### config.mk
export PLATFORM = sky130hd
export DESIGN_NAME = vlock_guard
export DESIGN_NICKNAME = d
export VERILOG_FILES = /design/src/rtl/vlg_pkg.sv /design/src/rtl/vlg_regs.sv /design/src/rtl/vlg_lock_fsm.sv /design/src/rtl/vlg_sticky.sv /design/src/rtl/vlg_subst.sv /design/src/rtl/vlock_guard.sv
export SDC_FILE = /design/constraint.sdc
export NUM_CORES = 1
export LEC_CHECK = 0
export ABC_AREA = 1
export CAP_MARGIN = 40
export CORE_MARGIN = 3
export CORE_UTILIZATION = 30
export DETAILED_ROUTE_END_ITERATION = 6
export PLACE_DENSITY = 0.55
export SLEW_MARGIN = 20
export SYNTH_ARGS = -nofsm -noshare
export SYNTH_HDL_FRONTEND = slang
export SYNTH_SLANG_ARGS = --single-unit
### constraint.sdc
create_clock -name clk -period 2.89 [get_ports clk]
set_input_delay 0.578 -clock clk [delete_from_list [all_inputs] [get_ports clk]]
set_output_delay 0.578 -clock clk [all_outputs]
set_load 0.01 [all_outputs]
### src/rtl/vlg_pkg.sv
package vlg_pkg;

   typedef struct packed {
      logic [2:0] out_code;
      logic [2:0] in_code;
      logic       auto_en;
      logic       force_en;
   } ctrl_t;

   localparam logic [7:0] CTRL_RST = 8'h4A;

   function automatic logic [7:0] lines_for_code(input logic [2:0] code);
      logic [7:0] n;
      case (code)
         3'd0:    n = 8'd1;
         3'd1:    n = 8'd2;
         3'd2:    n = 8'd5;
         3'd3:    n = 8'd10;
         3'd4:    n = 8'd20;
         3'd5:    n = 8'd50;
         3'd6:    n = 8'd100;
         default: n = 8'd200;
      endcase
      return n;
   endfunction

endpackage

### src/rtl/vlg_regs.sv
module vlg_regs
   import vlg_pkg::*;
#(
   parameter int Y_W = 8,
   parameter int C_W = 8,
   parameter int REG_W = 8,
   parameter logic [C_W-1:0] DEF_C_RST = 'h7C,
   parameter logic [Y_W-3:0] DEF_Y_RST = 'h04
) (
   input  logic             clk,
   input  logic             rst_n,
   input  logic             wr_en,
   input  logic [1:0]       wr_sel,
   input  logic [REG_W-1:0] wr_data,
   output ctrl_t            ctrl,
   output logic [Y_W-3:0]   def_y,
   output logic [C_W-1:0]   def_c
);
   localparam int DY_W = Y_W - 2;

   if (DY_W > REG_W || C_W > REG_W) begin : g_bad_width
      $error("default fields wider than register data");
   end

   always_ff @(posedge clk) begin
      if (!rst_n) begin
         ctrl  <= ctrl_t'(CTRL_RST);
         def_y <= DEF_Y_RST;
         def_c <= DEF_C_RST;
      end else if (wr_en) begin
         case (wr_sel)
            2'd0:    ctrl  <= ctrl_t'(wr_data[7:0]);
            2'd1:    def_y <= wr_data[DY_W-1:0];
            2'd2:    def_c <= wr_data[C_W-1:0];
            default: ;
         endcase
      end
   end
endmodule

### src/rtl/vlg_lock_fsm.sv
module vlg_lock_fsm
   import vlg_pkg::*;
#(
   parameter int CNT_W = 8
) (
   input  logic       clk,
   input  logic       rst_n,
   input  logic       line_stb,
   input  logic       raw_lock,
   input  logic [2:0] in_code,
   input  logic [2:0] out_code,
   output logic       locked,
   output logic       lock_nxt,
   output logic       drop
);
   localparam int RUN_W = CNT_W + 1;

   if (CNT_W < 8) begin : g_bad_cnt
      $error("CNT_W must hold a run of 200 lines");
   end

   logic [CNT_W-1:0] run_q, run_nxt;
   logic [RUN_W-1:0] run_inc, target;

   assign target  = RUN_W'(lines_for_code(locked ? out_code : in_code));
   assign run_inc = {1'b0, run_q} + 1'b1;

   always_comb begin
      lock_nxt = locked;
      run_nxt  = run_q;
      drop     = 1'b0;
      if (line_stb) begin
         if (raw_lock == locked) begin
            run_nxt = '0;
         end else if (run_inc >= target) begin
            lock_nxt = raw_lock;
            run_nxt  = '0;
            drop     = locked;
         end else begin
            run_nxt = run_inc[CNT_W-1:0];
         end
      end
   end

   always_ff @(posedge clk) begin
      if (!rst_n) begin
         locked <= 1'b0;
         run_q  <= '0;
      end else begin
         locked <= lock_nxt;
         run_q  <= run_nxt;
      end
   end


   lock_on_line_chk: assert property (@(posedge clk) disable iff (!rst_n)
      !line_stb |=> $stable(locked));


   rise_needs_raw_chk: assert property (@(posedge clk) disable iff (!rst_n)
      $rose(locked) |-> $past(raw_lock));
endmodule

### src/rtl/vlg_sticky.sv
module vlg_sticky (
   input  logic clk,
   input  logic rst_n,
   input  logic set_i,
   input  logic clr_i,
   output logic flag_o
);
   always_ff @(posedge clk) begin
      if (!rst_n)     flag_o <= 1'b0;
      else if (set_i) flag_o <= 1'b1;
      else if (clr_i) flag_o <= 1'b0;
   end


   set_beats_clear_chk: assert property (@(posedge clk) disable iff (!rst_n)
      set_i |=> flag_o);


   read_clears_chk: assert property (@(posedge clk) disable iff (!rst_n)
      (clr_i && !set_i) |=> !flag_o);
endmodule

### src/rtl/vlg_subst.sv
module vlg_subst #(
   parameter int Y_W = 8,
   parameter int C_W = 8,
   parameter bit OUT_REG = 1'b1
) (
   input  logic           clk,
   input  logic           rst_n,
   input  logic           line_stb,
   input  logic           decide,
   input  logic [Y_W-3:0] def_y,
   input  logic [C_W-1:0] def_c,
   input  logic [Y_W-1:0] pix_y,
   input  logic [C_W-1:0] pix_c,
   input  logic           pix_c_is_cr,
   output logic [Y_W-1:0] out_y,
   output logic [C_W-1:0] out_c
);
   localparam int HALF = C_W / 2;

   if ((C_W % 2) != 0 || Y_W < 4) begin : g_bad_fmt
      $error("chroma width must be even and luma at least 4 bits");
   end

   logic           subst_q, subst_now;
   logic [Y_W-1:0] sel_y, flat_y;
   logic [C_W-1:0] sel_c, flat_c;

   assign subst_now = line_stb ? decide : subst_q;
   assign flat_y    = {def_y, 2'b00};
   assign flat_c    = pix_c_is_cr ? {def_c[C_W-1:HALF], {HALF{1'b0}}}
                                  : {def_c[HALF-1:0], {HALF{1'b0}}};
   assign sel_y     = subst_now ? flat_y : pix_y;
   assign sel_c     = subst_now ? flat_c : pix_c;

   always_ff @(posedge clk) begin
      if (!rst_n) subst_q <= 1'b1;
      else        subst_q <= subst_now;
   end

   if (OUT_REG) begin : g_reg_out
      always_ff @(posedge clk) begin
         if (!rst_n) begin
            out_y <= '0;
            out_c <= '0;
         end else begin
            out_y <= sel_y;
            out_c <= sel_c;
         end
      end
   end else begin : g_comb_out
      assign out_y = sel_y;
      assign out_c = sel_c;
   end


   decision_held_chk: assert property (@(posedge clk) disable iff (!rst_n)
      !line_stb |=> $stable(subst_q));
endmodule

### src/rtl/vlock_guard.sv
module vlock_guard
   import vlg_pkg::*;
#(
   parameter int Y_W = 8,
   parameter int C_W = 8,
   parameter int CNT_W = 8,
   parameter bit OUT_REG = 1'b1
) (
   input  logic           clk,
   input  logic           rst_n,
   input  logic           line_stb,
   input  logic           raw_lock,
   input  logic [Y_W-1:0] pix_y,
   input  logic [C_W-1:0] pix_c,
   input  logic           pix_c_is_cr,
   input  logic           reg_wr,
   input  logic [1:0]     reg_sel,
   input  logic [7:0]     reg_wdata,
   input  logic           stat_rd,
   output logic           stat_locked,
   output logic           stat_lost,
   output logic [Y_W-1:0] out_y,
   output logic [C_W-1:0] out_c
);
   ctrl_t          ctrl;
   logic [Y_W-3:0] def_y;
   logic [C_W-1:0] def_c;
   logic           lock_nxt, drop, decide;

   vlg_regs #(.Y_W(Y_W), .C_W(C_W), .REG_W(8)) u_regs (
      .clk(clk), .rst_n(rst_n), .wr_en(reg_wr), .wr_sel(reg_sel),
      .wr_data(reg_wdata), .ctrl(ctrl), .def_y(def_y), .def_c(def_c));

   vlg_lock_fsm #(.CNT_W(CNT_W)) u_fsm (
      .clk(clk), .rst_n(rst_n), .line_stb(line_stb), .raw_lock(raw_lock),
      .in_code(ctrl.in_code), .out_code(ctrl.out_code),
      .locked(stat_locked), .lock_nxt(lock_nxt), .drop(drop));

   vlg_sticky u_lost (
      .clk(clk), .rst_n(rst_n), .set_i(drop), .clr_i(stat_rd),
      .flag_o(stat_lost));

   assign decide = ctrl.force_en | (ctrl.auto_en & ~lock_nxt);

   vlg_subst #(.Y_W(Y_W), .C_W(C_W), .OUT_REG(OUT_REG)) u_subst (
      .clk(clk), .rst_n(rst_n), .line_stb(line_stb), .decide(decide),
      .def_y(def_y), .def_c(def_c), .pix_y(pix_y), .pix_c(pix_c),
      .pix_c_is_cr(pix_c_is_cr), .out_y(out_y), .out_c(out_c));


   fall_sets_lost_chk: assert property (@(posedge clk) disable iff (!rst_n)
      $fell(stat_locked) |-> stat_lost);

   if (OUT_REG) begin : g_force_chk

      force_flat_chk: assert property (@(posedge clk) disable iff (!rst_n)
         (line_stb && ctrl.force_en) |=> (out_y == {$past(def_y), 2'b00}));
   end
endmodule

# After elaboration in Yosys (flattened, before gate mapping)
# Index checks and enable logic that the tools add are counted.
[word_totals]
reg_bits = 49
output_inout_bits = 18
word_cells = 51
[classes]
n_addsub = 1
order_cmp = 1
eq_ne = 9
mux = 16
bitwise_logic = 4
reduce_logical = 7
[ops]
columns = ["cell", "n"]
rows = [
  ["case mux 8 bit (7 select lines)", 1],
  ["2-to-1 mux 8 bit", 5],
  ["adder 8 x 1 -> 9 bit, second input constant", 1],
  ["== test 3 bit, second input constant", 3],
  ["greater-or-equal comparator 9 x 8 -> 1 bit", 1],
  ["2-to-1 mux 1 bit", 9],
  ["== test 3 x 2 -> 1 bit, second input constant", 2],
  ["AND reduction 2 bit", 3],
  ["== test 3 x 1 -> 1 bit, second input constant", 1],
  ["logical NOT 3 bit", 1],
  ["2-to-1 mux 3 bit", 1],
  ["== test 2 x 1 -> 1 bit, second input constant", 1],
  ["== test 2 bit, second input constant", 1],
  ["logical NOT 2 bit", 1],
  ["NOT 1 bit", 2],
  ["nonzero test 2 bit", 1],
  ["OR reduction 2 bit", 1],
  ["AND 1 bit", 1],
  ["== test 1 bit", 1],
  ["bitwise OR 1 bit", 1],
]

# Logic depth before layout (Yosys ltp)
# Gate-level depths: netlist of the first run.
[logic_depth]
depth_word = 12
mapped_depth = 23
mapped_depth_nobuf = 22

# Hierarchy
# From an unflattened synthesis of the first run, not the netlist that was laid out.
[hier_totals]
hier_cells = 340
area_unflattened_um2 = 2484.9
[modules_own_cells]
columns = ["mod", "n_inst", "cells_per_inst", "area_each_um2", "seq_area_each_um2"]
rows = [
  ["vlg_regs", 1, 128, 940.9, 440.4],
  ["vlg_lock_fsm", 1, 121, 820.8, 180.2],
  ["vlg_subst", 1, 81, 664.4, 340.3],
  ["vlg_sticky", 1, 6, 43.8, 20.0],
  ["vlock_guard", 1, 4, 15.0, 0.0],
]

# Least setup slack after synthesis of the first run
# No wires, ideal clock.
[synth_timing]
path_kind = "register to register"
startpoint = "register u_fsm.locked"
endpoint = "register u_subst.out_c[4]"
setup_time_ps = 114
arrival_time_ps = 2406
required_ps = 2776
path_slack_ps = 371
stages_incl_launch_ff = 22
path_buffers = 1
synth_period_minus_slack_ps = 2519
path_cell_list = "dfxtp_1 -> inv_1 -> or2_2 -> o21ai_0 -> inv_1 -> o21ai_0 -> ha_1 -> nand2_1 -> inv_1 -> nand3_1 -> nand3_1 -> nand2_1 -> nand2_1 -> nand2_1 -> nand2_1 -> nand3_1 -> nand3_2 -> nand2_2 -> nand2_2 -> buf_6 -> nand3_1 -> nand2_1"
[synth_between]
elab_chain_len = 12
elab_cells_between_ends = 19
[synth_rtl]
columns = ["element", "line", "rtl"]
rows = [
  ["from (decl)", "vlg_lock_fsm.sv:12", "output logic locked,"],
  ["from (signal assigned)", "vlg_lock_fsm.sv:50", "locked <= lock_nxt;"],
  ["2-to-1 mux 3 bit", "vlg_lock_fsm.sv:25", "assign target = RUN_W'(lines_for_code(locked ? out_code : in_code));"],
  ["== test 3 bit (tied with other cells)", "vlg_pkg.sv:14", "case (code)"],
  ["case mux 8 bit (7 select lines)", "vlg_pkg.sv:14", ""],
  ["greater-or-equal comparator 9 x 8 -> 1 bit", "vlg_lock_fsm.sv:35", "end else if (run_inc >= target) begin"],
  ["2-to-1 mux 1 bit", "vlg_lock_fsm.sv:35", ""],
  ["2-to-1 mux 1 bit", "vlg_lock_fsm.sv:33", "if (raw_lock == locked) begin"],
  ["2-to-1 mux 1 bit *", "vlg_lock_fsm.sv:32", "if (line_stb) begin"],
  ["NOT 1 bit *", "vlock_guard.sv:43", "assign decide = ctrl.force_en | (ctrl.auto_en & ~lock_nxt);"],
  ["AND 1 bit *", "vlock_guard.sv:43", ""],
  ["bitwise OR 1 bit *", "vlock_guard.sv:43", ""],
  ["2-to-1 mux 1 bit *", "vlg_subst.sv:28", "assign subst_now = line_stb ? decide : subst_q;"],
  ["2-to-1 mux 8 bit *", "vlg_subst.sv:33", "assign sel_c = subst_now ? flat_c : pix_c;"],
  ["to (signal assigned)", "vlg_subst.sv:47", "out_c <= sel_c;"],
  ["to (decl)", "vlg_subst.sv:16", "output logic [C_W-1:0] out_c"],
]
# Mark *: on every way between the ends. The rest lies on a longest branch, timed or not.
# A chain may end at the register's enable or synchronous reset.

# Worst setup path in the final report of the first run
[layout_timing]
startpoint = "register u_fsm.locked"
endpoint = "register u_subst.out_y[7]"
[layout_between]
elab_chain_len = 12
elab_cells_between_ends = 19
[layout_rtl]
columns = ["element", "line", "rtl"]
rows = [
  ["2-to-1 mux 3 bit", "vlg_lock_fsm.sv:25", ""],
  ["== test 3 bit (tied with other cells)", "vlg_pkg.sv:14", ""],
  ["case mux 8 bit (7 select lines)", "vlg_pkg.sv:14", ""],
  ["greater-or-equal comparator 9 x 8 -> 1 bit", "vlg_lock_fsm.sv:35", ""],
  ["2-to-1 mux 1 bit", "vlg_lock_fsm.sv:35", ""],
  ["2-to-1 mux 1 bit", "vlg_lock_fsm.sv:33", ""],
  ["2-to-1 mux 1 bit *", "vlg_lock_fsm.sv:32", ""],
  ["NOT 1 bit *", "vlock_guard.sv:43", ""],
  ["AND 1 bit *", "vlock_guard.sv:43", ""],
  ["bitwise OR 1 bit *", "vlock_guard.sv:43", ""],
  ["2-to-1 mux 1 bit *", "vlg_subst.sv:28", ""],
  ["2-to-1 mux 8 bit *", "vlg_subst.sv:32", "assign sel_y = subst_now ? flat_y : pix_y;"],
  ["to (signal assigned)", "vlg_subst.sv:46", "out_y <= sel_y;"],
  ["to (decl)", "vlg_subst.sv:15", "output logic [Y_W-1:0] out_y,"],
]
# Marks and branches as above.

==> impl_metrics.env, run 1 <==
export IMPL_fin_skew_ns=0.0137
export IMPL_synth_area_leaders="dfxtp_1 (45%), nand2_1 (13%), nand3_1 (5.8%)"
export IMPL_finalHoldViolCount=0
export IMPL_min_period_over_period_pct=89.7
export IMPL_drv_slew=0
export IMPL_cp_max_fo=10
export IMPL_routed_top_layer="met4"
export IMPL_slew_headroom_pct=68.2
export IMPL_r2r_setup_slack_ns=0.30
export IMPL_drt_iter0_drc=91
export IMPL_synthesis_area_um2=2170
export IMPL_synth_top_cell_by_area="dfxtp_1"
export IMPL_numCtsBuffers=5
export IMPL_synth_ff_latch_count=49
export IMPL_fmax_ghz=0.386
export IMPL_core_area_um2=6910
export IMPL_internal_power_mw=1.00
export IMPL_place_gp_congestion=0.805
export IMPL_antenna_found_initial=0
export IMPL_min_to="u_regs.def_c[0]"
export IMPL_multi_input_area_um2=1040
export IMPL_path_common_cell="nand2_1"
export IMPL_regToRegEndpoint="u_subst.out_y[7]"
export IMPL_synthDistinctLibCells=26
export IMPL_vias_per_cell=4.39
export IMPL_placed_cell_area_um2=2790
export IMPL_critPathMaxStageDelay_ns=0.33
export IMPL_status="finished, final reports clean"
export IMPL_wl_mm=5.21
export IMPL_grt_first_pass_wirelength_mm=8.51
export IMPL_tightestPinTransition_ns=0.476
export IMPL_hpwl_mm=3.89
export IMPL_clock_path_buffers=2
export IMPL_worst_ep_arrival_time_ns=2.79
export IMPL_power_density_nw_per_um2=467
export IMPL_rsz0062_at_grt="no"
export IMPL_reg2reg_depth=23
export IMPL_end_kind="flop"
export IMPL_dieArea_um2=8300
export IMPL_grt_usage_pct=12.6
export IMPL_postCtsHoldBufs=0
export IMPL_setup_viol=0
export IMPL_wl_met2_mm=2.28
export IMPL_die_y_um=91.1
export IMPL_hp_start="u_regs.def_c[0]"
export IMPL_reg2reg_from="u_fsm.locked"
export IMPL_cts_tree="built"
export IMPL_sw_frac_of_total_pct=26.9
export IMPL_cp_required_ns=3.09
export IMPL_p_comb_share_pct=17.6
export IMPL_worstPathCellList="inv_1, or2_2, o21ai_1, inv_1, nand2_1, nand2_1, ha_1, nand2_1, inv_1, nand3_1, nand3_1, nand2_1, nand2_1, nand2_1, nand2_1, nand2_1, nand2_2, nand3_2, nand2_4, nand2_4, buf_12, nand3_1, nand2_1"
export IMPL_grt_overflow_total=0
export IMPL_antenna_cells=0
export IMPL_cp_slowest_cell="dfxtp_1"
export IMPL_setup_tns_ns=0
export IMPL_syn_num_nets=334
export IMPL_start_util_pct=31.4
export IMPL_layout_drive_gt1_share_pct=8.26
export IMPL_first_pass_iters=4
export IMPL_synth_avg_cell_area_um2=7.44
export IMPL_p_sw_mw=0.368
export IMPL_synth_edf_count=0
export IMPL_syn_to_final_growth_pct=34.8
export IMPL_rows=30
export IMPL_crit_type="flop to flop"
export IMPL_yosysMostFrequentCell="nand2_1"
export IMPL_synth_warnings=0
export IMPL_drv_cap=0
export IMPL_grt_max_degree=24
export IMPL_insertion_delay_ns=0.30
export IMPL_async_flop_share_pct=0
export IMPL_power_frac_clock_pct=29.7
export IMPL_wire_per_inst_um=11.7
export IMPL_route_met3_wl_um=267
export IMPL_p_seq_share_pct=52.7
export IMPL_ys_flop_type="dfxtp_1"
export IMPL_hold_path_depth=2
export IMPL_ios=51
export IMPL_ctsRootBufferMaster="clkbuf_8"
export IMPL_power_leakage_nw=1.29
export IMPL_hold_path_class="flop to flop"
export IMPL_peakVddDrop_v=0.000283
export IMPL_final_min_clock_period_ns=2.59
export IMPL_clk_pin_slew_ns=0.10
export IMPL_cts_sink_count=49
export IMPL_grt_pass1_vias=1749
export IMPL_layout_filler_cells=732
export IMPL_ant_nets=0
export IMPL_cts_htree_levels=2
export IMPL_regArea_um2=981
export IMPL_route_detailed_drc=0
export IMPL_synth_seq_area_share_pct=45.2
export IMPL_synth_common_cells="nand2_1 (78), dfxtp_1 (49), inv_1 (30)"
export IMPL_syn_inst=292
export IMPL_die_w_um=91.1
export IMPL_hold_slack_ns=0.453
export IMPL_vias=1963
export IMPL_final_nets=392
export IMPL_numPortBuffers=50
export IMPL_wl_met1_mm=2.61
export IMPL_synth_top_area_share_pct=45.2
export IMPL_finalInstanceArea_um2=2930
export IMPL_critPathLaunchType="flop"
[cells by family after synthesis]
logic type / synth area share [%]
flops: 45.2
buf+inv: 7.43
xor+xnor: 2.02
simple gates: 30.7
compound gates: 9.50
fa+ha+maj: 5.18
[how the worst max path moves through the flow]
stage                 startpoint               end  slack [ns]  depth (start not counted)
finish              u_fsm.locked  u_subst.out_y[7]        0.30                         23
global route        u_fsm.locked  u_subst.out_y[7]       0.007                         23
CTS                 u_fsm.locked  u_subst.out_c[1]        0.06                         21
detailed placement  u_fsm.locked  u_subst.out_y[1]        0.08                         21
global placement    u_fsm.locked  u_subst.out_y[1]        0.18                         20
floorplan           u_fsm.locked  u_subst.out_c[4]        0.37                         21
[routing by layer]
metal	up-vias	GRT usage [%]
met5	-	0
met4	0	3.77
met3	4	3.23
met2	46	18.5
met1	855	18.1
li1	1058	-
[registers in the layout, indices dropped and copies added, names as in the netlist, named ones only]
signal / count
u_regs.ctrl: 8
u_lost.flag_o: 1
u_regs.def_y: 6
u_regs.def_c: 8
u_fsm.run_q: 8
u_subst.out_y: 8
u_fsm.locked: 1
u_subst.out_c: 8
[power by group through the flow]
stage | Combinational (mW) | Sequential (mW) | Clock, mW
after floorplan | 0.110 | 0.743 | 0
after CTS | 0.229 | 0.721 | 0.429
final | 0.240 | 0.721 | 0.407
after detailed placement | 0.228 | 0.736 | 0
after global routing | 0.269 | 0.725 | 0.449
after global placement | 0.226 | 0.737 | 0
[worst max-delay path, delay by kind of cell (launching register included)]
family / cells / cell delay, ns
AOI/OAI and AO/OA: 1 / 0.13
and+or+nand+nor: 17 / 1.40
adders and majority gates: 1 / 0.27
DFF: 1 / 0.33
buffers and inverters: 4 / 0.38
[layout make-up]
cell class	count	area share, %
well taps	96	4.10
clock buffers	5	2.35
repair buffers	59	19.8
clock inverters	3	0.726
flip-flops and latches	49	33.5
inverters	31	3.97
multi-input cells	204	35.5
[per-stage QoR]
step | power [mW] | worst slack, ns | cells | utilization (%)
2_1_floorplan | 0.853 | 0.371 | 292 | -
3_3_place_gp | 0.963 | 0.184 | 435 | 40.3
3_5_place_dp | 0.964 | 0.0765 | 435 | 40.3
4_1_cts | 1.38 | 0.0557 | 443 | 41.6
5_1_grt | 1.44 | 0.00743 | 447 | 42.4
6_report | 1.37 | 0.298 | 447 | 42.4
[placed cells by master (no fill, tap or decap), types with 3 or more instances in the layout]
| master | n |
|---|---|
| a21oi_1 | 19 |
| buf_4 | 8 |
| clkbuf_8 | 5 |
| clkdlybuf4s50_1 | 50 |
| dfxtp_1 | 49 |
| ha_1 | 9 |
| inv_1 | 30 |
| nand2_1 | 78 |
| nand3_1 | 25 |
| nand4_1 | 10 |
| nor2_1 | 24 |
| o21ai_0 | 13 |
| or2_2 | 4 |
| xnor2_1 | 3 |
[timing repair]
action,4_1_cts,5_1_grt
endpoints found under the hold margin,0,0
setup buffers,0,4
resized for setup,0,4
setup endpoints to repair,0,17
(Power assumes the default switching activity.)
==> inputs of run 2 (changes only) <==
--- a/config.mk
+++ b/config.mk
@@ -7,7 +7,7 @@
 export LEC_CHECK = 0
 export ABC_AREA = 1
 export CAP_MARGIN = 40
-export CORE_MARGIN = 3
+export CORE_MARGIN = 2
 export CORE_UTILIZATION = 30
 export DETAILED_ROUTE_END_ITERATION = 6
 export PLACE_DENSITY = 0.55
==> run 2 against run 1 <==
Against the previous run: global-route usage rose by 0.63 points; first-iteration DRC count decreased by 9.9%; via count up 2.1%; power rose by 0.94%; combinational power barely moved; count of clock-buffer cells in the layout did not move; flip-flop and latch count is the same; routed wire length is 3.7% lower; non-clock buffer count up 2; critical path depth unchanged; critical endpoint is now u_subst.out_y[4]; largest cell class unchanged.
==> impl_metrics.env, run 2 (synthesized netlist as in run 1, its figures left out) <==
export IMPL_status="finished, final reports clean"
export IMPL_grt_first_pass_wirelength_mm=8.18
export IMPL_die_y_um=89.1
export IMPL_multi_input_area_um2=1040
export IMPL_peakVddDrop_v=0.000278
export IMPL_tightestPinTransition_ns=0.496
export IMPL_slew_headroom_pct=66.8
export IMPL_regArea_um2=981
export IMPL_place_gp_congestion=0.838
export IMPL_hpwl_mm=3.83
export IMPL_rows=31
export IMPL_clock_path_buffers=2
export IMPL_layout_commonest_cell="nand2_1"
export IMPL_critPathLaunchType="flop"
export IMPL_cts_tree="built"
export IMPL_vias=2005
export IMPL_core_area_um2=7140
export IMPL_insertion_delay_ns=0.31
export IMPL_wire_per_inst_um=11.1
export IMPL_start_util_pct=30.4
export IMPL_layout_filler_cells=778
export IMPL_grt_pass1_vias=1824
export IMPL_worst_ep_arrival_time_ns=2.78
export IMPL_grt_usage_pct=13.2
export IMPL_first_pass_iters=4
export IMPL_power_leakage_nw=1.30
export IMPL_min_period_over_period_pct=89.0
export IMPL_fin_skew_ns=0.0112
export IMPL_fmax_ghz=0.389
export IMPL_postCtsHoldBufs=0
export IMPL_ctsRootBufferMaster="clkbuf_8"
export IMPL_wl_mm=5.02
export IMPL_syn_to_final_growth_pct=35.8
export IMPL_ios=51
export IMPL_drv_cap=0
export IMPL_die_w_um=89.1
export IMPL_layout_drive_gt1_share_pct=9.07
export IMPL_ant_nets=0
export IMPL_numCtsBuffers=5
export IMPL_antenna_found_initial=0
export IMPL_drt_iter0_drc=82
export IMPL_crit_type="flop to flop"
export IMPL_finalHoldViolCount=0
export IMPL_dieArea_um2=7940
export IMPL_final_nets=394
export IMPL_setup_viol=0
export IMPL_power_density_nw_per_um2=468
export IMPL_vias_per_cell=4.44
export IMPL_hold_path_depth=2
export IMPL_route_detailed_drc=0
export IMPL_hold_slack_ns=0.454
export IMPL_numPortBuffers=50
export IMPL_utilization_pct=41.3
export IMPL_cp_required_ns=3.10
export IMPL_r2r_setup_slack_ns=0.32
export IMPL_fin_cells=452
export IMPL_end_kind="flop"
export IMPL_layout_common_cells="nand2_1 (78), clkdlybuf4s50_1 (50), dfxtp_1 (49)"
export IMPL_cts_sink_count=49
export IMPL_grt_overflow_total=0
export IMPL_hold_path_class="flop to flop"
export IMPL_drv_slew=0
export IMPL_reg2reg_depth=23
export IMPL_clk_pin_slew_ns=0.10
export IMPL_place_inst=438
export IMPL_antenna_cells=0
export IMPL_final_min_clock_period_ns=2.57
export IMPL_cp_max_fo=10
export IMPL_grt_max_degree=17
export IMPL_cts_htree_levels=2
[run 2: changes by cell type in the layout (fill, tap and decap cells not counted), sizes merged]
cell / change
buf: +2
[run 2: worst max-delay path: stages, from the launching register on]
cell and delay, ns:
dfxtp_1 0.34, inv_1 0.07, or2_2 0.28, o21ai_2 0.08
inv_1 0.10, nand2_1 0.10, nand2_1 0.06, ha_1 0.27
nand2_1 0.05, inv_1 0.04, nand3_1 0.07, nand3_1 0.07
nand2_1 0.05, nand2_1 0.05, nand2_1 0.06, nand2_1 0.07
nand2_1 0.08, nand2_2 0.08, nand3_2 0.08, nand2_4 0.14
nand2_4 0.08, buf_12 0.14, nand3_1 0.06, nand2_1 0.05
[run 2: layer usage]
layer / share of wire, % / track usage [%]
met5: 0 / 0
met1: 48 / 17.4
met4: 1.7 / 5.16
met3: 5.2 / 4.34
met2: 45 / 20.2
[run 2: final cells by class]
type / count / share of cell area, %
Clock buffer: 5 / 2.33
Clock inverter: 3 / 0.721
Inverter: 31 / 3.94
Multi-Input combinational cell: 204 / 35.4
Sequential cell: 49 / 33.2
Tap cell: 99 / 4.20
Timing Repair Buffer: 61 / 20.2
[run 2: repair_timing]
item,4_1_cts,5_1_grt
endpoints found under the hold margin,0,0
endpoints found under the setup margin,0,17
setup buffers,0,6
resized for setup,0,5
[run 2: worst paths after layout]
check	start	to
max	u_fsm.locked	u_subst.out_y[4]
min	u_regs.def_c[0]	u_regs.def_c[0]
max reg2reg	u_fsm.locked	u_subst.out_y[4]
min reg2reg	u_regs.def_c[0]	u_regs.def_c[0]
[run 2: through the flow]
step	power (mW)	setup WS (ns)	TNS (ns)	area, um^2
after floorplan	0.853	0.371	0	2170
after global placement	0.960	0.195	0	2790
after detailed placement	0.962	0.0633	0	2790
after CTS	1.38	0.0400	0	2880
after global routing	1.46	-0.00438	-0.00438	2950
final	1.38	0.319	0	2950
[run 2: power by group]
group	internal, mW	total [mW]	switching [mW]
registers	0.708	0.721	0.0130
clock network	0.172	0.420	0.247
logic	0.122	0.240	0.118
